File: src/rtl/mlc_read_decoder.sv
module mlc_read_decoder #(
  parameter int CODE_W   = 10,
  parameter int THR_MEM0 = 225,
  parameter int THR_LO0  = 100,
  parameter int THR_HI0  = 310,
  parameter int W11_MIN  = 20,
  parameter int W11_MAX  = 33,
  parameter int W10_MIN  = 170,
  parameter int W10_MAX  = 190,
  parameter int W01_MIN  = 260,
  parameter int W01_MAX  = 280,
  parameter int W00_MIN  = 340,
  parameter int W00_MAX  = 360
) (
  input  logic              clk,
  input  logic              rst_n,
  input  logic              cfg_wr,
  input  logic [1:0]        cfg_sel,
  input  logic [CODE_W-1:0] cfg_data,
  input  logic              rd_start,
  input  logic              rd_full,
  input  logic [CODE_W-1:0] rd_code,
  output logic              in_ready,
  output logic              out_valid,
  output logic              out_full,
  output logic              out_mem,
  output logic              out_logic,
  output logic              out_oob
);
  localparam logic [CODE_W-1:0] A_LO = CODE_W'(W11_MIN);
  localparam logic [CODE_W-1:0] A_HI = CODE_W'(W11_MAX);
  localparam logic [CODE_W-1:0] B_LO = CODE_W'(W10_MIN);
  localparam logic [CODE_W-1:0] B_HI = CODE_W'(W10_MAX);
  localparam logic [CODE_W-1:0] C_LO = CODE_W'(W01_MIN);
  localparam logic [CODE_W-1:0] C_HI = CODE_W'(W01_MAX);
  localparam logic [CODE_W-1:0] D_LO = CODE_W'(W00_MIN);
  localparam logic [CODE_W-1:0] D_HI = CODE_W'(W00_MAX);

  logic [CODE_W-1:0] thr_mem, thr_lo, thr_hi;
  logic              pend;
  logic [CODE_W-1:0] held_code;
  logic              held_mem, held_oob;

  wire take     = rd_start && in_ready;
  wire coarse   = rd_code < thr_mem;
  wire in_band  = (rd_code >= A_LO && rd_code <= A_HI) ||
                  (rd_code >= B_LO && rd_code <= B_HI) ||
                  (rd_code >= C_LO && rd_code <= C_HI) ||
                  (rd_code >= D_LO && rd_code <= D_HI);
  wire [CODE_W-1:0] fine_thr = held_mem ? thr_lo : thr_hi;
  wire fine     = held_code < fine_thr;

  assign in_ready = !pend;

  always_ff @(posedge clk or negedge rst_n) begin
    if (!rst_n) begin
      thr_mem <= CODE_W'(THR_MEM0);
      thr_lo  <= CODE_W'(THR_LO0);
      thr_hi  <= CODE_W'(THR_HI0);
    end else if (cfg_wr) begin
      case (cfg_sel)
        2'd0:    thr_mem <= cfg_data;
        2'd1:    thr_lo  <= cfg_data;
        2'd2:    thr_hi  <= cfg_data;
        default: ;
      endcase
    end
  end

  always_ff @(posedge clk or negedge rst_n) begin
    if (!rst_n) begin
      pend      <= 1'b0;
      held_code <= '0;
      held_mem  <= 1'b0;
      held_oob  <= 1'b0;
    end else if (take && rd_full) begin
      pend      <= 1'b1;
      held_code <= rd_code;
      held_mem  <= coarse;
      held_oob  <= !in_band;
    end else begin
      pend      <= 1'b0;
    end
  end

  always_ff @(posedge clk or negedge rst_n) begin
    if (!rst_n) begin
      out_valid <= 1'b0;
      out_full  <= 1'b0;
      out_mem   <= 1'b0;
      out_logic <= 1'b0;
      out_oob   <= 1'b0;
    end else if (pend) begin
      out_valid <= 1'b1;
      out_full  <= 1'b1;
      out_mem   <= held_mem;
      out_logic <= fine;
      out_oob   <= held_oob;
    end else if (take && !rd_full) begin
      out_valid <= 1'b1;
      out_full  <= 1'b0;
      out_mem   <= coarse;
      out_logic <= 1'b0;
      out_oob   <= !in_band;
    end else begin
      out_valid <= 1'b0;
    end
  end

  assert_reset_idle_R1: assert property (@(posedge clk)
    $rose(rst_n) |-> in_ready && !out_valid);

  assert_coarse_one_R2: assert property (@(posedge clk) disable iff (!rst_n)
    (take && !rd_full && rd_code < thr_mem && !cfg_wr) |=> out_mem);

  assert_coarse_zero_R2: assert property (@(posedge clk) disable iff (!rst_n)
    (take && !rd_full && rd_code >= thr_mem && !cfg_wr) |=> !out_mem);

  assert_memonly_result_R4: assert property (@(posedge clk) disable iff (!rst_n)
    (take && !rd_full) |=> out_valid && !out_full && !out_logic);

  assert_full_gap_R5: assert property (@(posedge clk) disable iff (!rst_n)
    (take && rd_full) |=> !out_valid && !in_ready);

  assert_full_done_R5: assert property (@(posedge clk) disable iff (!rst_n)
    (take && rd_full) |=> ##1 (out_valid && out_full && in_ready));

  assert_inband_clear_R6: assert property (@(posedge clk) disable iff (!rst_n)
    (take && !rd_full && rd_code >= A_LO && rd_code <= A_HI) |=> !out_oob);

  assert_cfg_mem_R7: assert property (@(posedge clk) disable iff (!rst_n)
    (cfg_wr && cfg_sel == 2'd0) |=> thr_mem == $past(cfg_data));

  assert_cfg_none_R7: assert property (@(posedge clk) disable iff (!rst_n)
    (cfg_wr && cfg_sel == 2'd3) |=> $stable(thr_mem) && $stable(thr_lo) && $stable(thr_hi));
endmodule

File: config.mk
export PLATFORM = sky130hd
export DESIGN_NAME = mlc_read_decoder
export DESIGN_NICKNAME = d
export VERILOG_FILES = /design/src/rtl/mlc_read_decoder.sv
export SDC_FILE = /design/constraint.sdc
export NUM_CORES = 1
export LEC_CHECK = 0
export BUFFER_PORTS_ARGS = -buffer_cell sky130_fd_sc_hd__buf_2
export CAP_MARGIN = 30
export CORE_MARGIN = 2
export CORE_UTILIZATION = 35
export DETAILED_ROUTE_END_ITERATION = 16
export GPL_TIMING_DRIVEN = 1
export SYNTH_ARGS = -nofsm -noshare
export SYNTH_HDL_FRONTEND = slang
export SYNTH_SLANG_ARGS = --single-unit
File: constraint.sdc
create_clock -name clk -period 2.6 [get_ports clk]
set_input_delay 0.26 -clock clk [delete_from_list [all_inputs] [get_ports clk]]
set_output_delay 0.26 -clock clk [all_outputs]
set_load 0.1 [all_outputs]
---- Yosys cells after proc, flatten, opt, wreduce, memory -nomap -nowiden ----
Cells that the tools add are included.
word-level totals
  output and inout bits ................... 6
  input port bits ......................... 27
  word-level logic and storage cells ...... 53
  flip-flop bits (word level) ............. 48
cells by class
  reductions and logical operators ........ 18
  mux-type cells .......................... 11
  $lt $le $gt $ge ......................... 10
  equality and inequality tests ........... 2
operator list
  operator               number
  $ge A10 B9 Y1 const B  2
  $le A10 B9 Y1 const B  2
  $lt A10 B10 Y1         2
  $ge A10 B5 Y1 const B  1
  $ge A10 B8 Y1 const B  1
  $le A10 B6 Y1 const B  1
  $le A10 B8 Y1 const B  1
  $mux W1                10
  $mux W10               1
  $logic_and A1 B1 Y1    7
  $reduce_and A2 Y1      3
  $logic_not A1 Y1       3
  $logic_or A1 B1 Y1     3
  $eq A2 B1 Y1 const B   1
  $eq A2 B2 Y1 const B   1
  $logic_not A2 Y1       1
  $reduce_bool A2 Y1     1

---- Longest topological paths before layout ----
  word-level depth ........................ 8
  depth in mapped cells ................... 8
  gate-level depth less buffers ........... 7

---- Least setup slack after synthesis ----
Ideal clock, no wire load.
  path type ............................... register to register
  from .................................... register pend
  to ...................................... register held_code[0]
  required time ........................... 2.482 ns
  stages on the path, launching flop included .. 6
  library setup time ...................... 0.118 ns
  path slack .............................. 0.692 ns
  buffers on the path ..................... 1
  clock period less this slack ............ 1.908 ns
  arrival ................................. 1.790 ns
  cell sequence ........................... dfrtp_1 -> inv_1 -> nand3_1 -> clkbuf_1 -> nand2_1 -> nand2_1
between the ends
  longest elaborated chain between the ends .. 3
RTL lines
  element                 RTL line  source
  start, declared         40        logic pend;
  start signal, assigned  72        pend <= 1'b0;
  start signal, assigned  77        pend <= 1'b1;
  start signal, assigned  82        pend <= 1'b0;
  $logic_not A1 Y1        53        assign in_ready = !pend;
  named net in_ready      23        output logic in_ready,
  $logic_and A1 B1 Y1     44        wire take = rd_start && in_ready;
  $logic_and A1 B1 Y1     76        end else if (take && rd_full) begin
  end signal, assigned    78        held_code <= rd_code;
  end, declared           41        logic [CODE_W-1:0] held_code;
The timed path passes the listed nets, and every way through them passes these cells.
A chain may end at the register's enable or synchronous reset.

---- Worst setup path after layout ----
  from .................................... register held_mem
  to ...................................... register out_logic
between the ends
  longest elaborated chain between the ends .. 3
RTL lines
  element                 RTL line  source
  start, declared         42        logic held_mem, held_oob;
  start signal, assigned  79        held_mem <= coarse;
  $mux W10                50        wire [CODE_W-1:0] fine_thr = held_mem ? thr_lo : thr_hi;
  $lt A10 B10 Y1          51        wire fine = held_code < fine_thr;
  $mux W1                 93        end else if (pend) begin
  end signal, assigned    97        out_logic <= fine;
  end, declared           27        output logic out_logic,
No other way between the ends.

==> results.py <==
metrics = {
    "outcome": {
        "status": "completed",
    },
    "sta": {
        "finalHoldViolCount": 0,
        "maxSlewHeadroom": 0.5945,
        "tightest_slew_ns": 0.6082,
        "period_share": 0.7511,
        "slew_viol_final": 0,
        "clock_skew_ns": 0.009090,
        "fmax_mhz": 512.1,
        "setup_tns_ns": 0,
        "finalSetupViolations": 0,
        "grt_setup_unrepaired": "no",
        "period_minus_slack_ns": 1.953,
    },
    "clock_network": {
        "holdBufCountCts": 1,
        "cts_inserted_buffers": 5,
        "htree_num_levels": 2,
        "cts.sinks": 48,
        "cts_resized": 0,
        "cts_buffer_depth": 2,
        "cts_setup_buffers": 0,
        "cts.clk_slew.worst_paths_ns": 0.09,
        "cts_tree": "yes",
        "cts_root_buf": "clkbuf_8",
        "insertion_delay_ns": 0.30,
    },
    "placed_design": {
        "dp_hpwl_microns": 3830,
        "gp_congestion": 0.7958,
        "io_buffers": 32,
        "dpl.cell_count": 352,
    },
    "cells_and_area": {
        "area_growth_pct": 16.62,
        "final_common_cell": "nand2_1",
        "final_nets": 309,
        "final_cells": 361,
        "layout_common_cells": "nand2_1, dfrtp_1, buf_2",
        "drive_above_1_share": 0.3132,
        "antennaDiodeCount": 0,
    },
    "synth": {
        "ys_warn_count": 0,
        "ys_ff_latch": 48,
        "synthFlopType": "dfrtp_1",
        "syn_area_per_cell_sq_um": 10.83,
        "synth_edf_count": 0,
        "synth_cell_types": 36,
        "ys_seq_area_frac": 0.4969,
        "syn_inst": 226,
        "ys_async_sr_fraction": 1.000,
        "synth_area_sq_um": 2447,
        "syn-num-nets": 271,
    },
    "setup_path": {
        "rr_worst_depth": 7,
        "ff2ff_setup_slack_ns": 0.65,
        "reg2reg_to": "out_logic$_DFFE_PN0P_",
        "cp.required_ns": 2.82,
        "start_kind": "flip-flop",
        "rr_startpoint": "held_mem$_DFFE_PN0P_",
        "cp-end-kind": "flip-flop",
        "cp_data_arrival_time_ns": 2.17,
        "criticalPathCategory": "flip-flop to flip-flop",
        "worst-path-max-fanout": 12,
    },
    "global_routing": {
        "grt_max_degree": 42,
        "overflow": 0,
        "antenna_found_initial": 0,
        "grt_pass1_wl_microns": 8742,
        "grt_pass1_vias": 1825,
        "grt_util_all_layers": 0.1468,
    },
    "pwr": {
        "p_leak_nw": 1.331,
        "power_density_nw_per_um2": 723.3,
        "vdd_ir_drop_max_uv": 330.6,
    },
    "floorplan": {
        "num_rows": 30,
        "core_sq_um": 6794,
        "ios": 33,
        "die_w_microns": 87.62,
        "initial_core_util": 0.3602,
        "die_area_sq_um": 7677,
        "die_h_microns": 87.62,
    },
    "routing": {
        "drc": 0,
        "routed_wirelength_microns": 5071,
        "dr.pass1.iters": 4,
        "drtAntennaViolNets": 0,
        "post_drt_wl_per_cell_microns": 14.05,
        "vias": 1758,
        "drtIter0Drc": 70,
        "via_per_inst": 4.870,
    },
    "min_path": {
        "hp-class": "input pin to flip-flop",
        "hold_path_depth": 2,
        "min_to": "out_oob$_DFFE_PN0P_",
        "hold_path_startpoint": "rd_full",
    },
    "run": {
        "drv_cap": 0,
    },
}
==> worst max-delay path, cell delays in order, from the launching register on <==
cell     delay [ns]
dfrtp_1        0.74
mux2i_1        0.27
ha_1           0.25
o21ai_0        0.15
a21oi_1        0.05
o21ai_0        0.18
a21oi_1        0.09
o21ai_0        0.13
==> cell families after synthesis <==
kind of cell,after synthesis,share of synthesized area
buffers and inverters,21,0.03220
AOI/OAI and AO/OA,50,0.1314
adders and majority gates,18,0.09203
and+or+nand+nor,57,0.1033
muxes,32,0.1442
DFF,48,0.4969
==> report_power, final <==
group	internal [mW]	leakage, nW	switching, mW
Sequential	0.903	0.562	0.0877
Combinational	0.240	0.718	0.354
Clock	0.243	0.0515	0.236
==> synth_stat cells, types with 2 or more instances <==
master	count	area, sq um
a211oi_1	4	30.03
inv_1	15	56.30
a31oi_1	2	12.51
clkbuf_1	4	15.01
nand2_1	44	165.2
o21ai_0	20	100.1
a21oi_1	5	25.02
o21a_1	4	30.03
ha_1	18	225.2
o211ai_1	3	22.52
nand3b_1	3	22.52
nand3_1	2	10.01
mux2i_1	9	90.09
dfstp_2	12	315.3
mux2_2	22	247.7
nor2_1	3	11.26
dfrtp_1	36	900.9
a22oi_1	2	15.01
==> layout make-up <==
cell class              instances  area (sq um)
clock buffers                   8         100.1
inverters                      16         60.06
flip-flops and latches         48          1216
multi-input cells             157          1152
repair buffers                 36         205.2
well taps                      96         120.1
fillers                       658          3940
==> registers in the layout (all words and copies together) (netlist names) <==
signal and flops:
held_code 10, held_mem 1, held_oob 1, out_full 1, out_logic 1, out_mem 1
out_oob 1, out_valid 1, pend 1, thr_hi 10, thr_lo 10, thr_mem 10
==> layer usage <==
metal | global-route usage | part of all wire
met1 | 0.1885 | 0.47
met3 | 0.03299 | 0.034
met4 | 0.04615 | 0.012
met2 | 0.2466 | 0.48
met5 | 0 | 0
==> how the worst max path moves through the flow <==
stage                                     endpoint  cells after the start                  from  slack [ns]
after floorplan           held_code[0]$_DFFE_PN0P_                      5        pend$_DFF_PN0_        0.69
after global placement       out_logic$_DFFE_PN0P_                      7  held_mem$_DFFE_PN0P_        0.75
after detailed placement     out_logic$_DFFE_PN0P_                      7  held_mem$_DFFE_PN0P_        0.66
after CTS                    out_logic$_DFFE_PN0P_                      7  held_mem$_DFFE_PN0P_        0.62
after global routing         out_logic$_DFFE_PN0P_                      7  held_mem$_DFFE_PN0P_        0.43
final                        out_logic$_DFFE_PN0P_                      7  held_mem$_DFFE_PN0P_        0.65
==> through the flow <==
step	hold WS, ns	util	setup WS, ns	cell area (sq um)	total power, mW
after global placement	0.4719	0.4009	0.7457	2724	1.583
after floorplan	-0.03559	-	0.6924	2447	1.436
after detailed placement	0.1315	0.4039	0.6579	2744	1.605
after global routing	0.1600	0.4201	0.4334	2854	2.223
after CTS	0.1576	0.4201	0.6202	2854	2.092
final	0.1652	0.4201	0.6472	2854	2.064
Note: power is estimated with default switching activity, not from simulation.
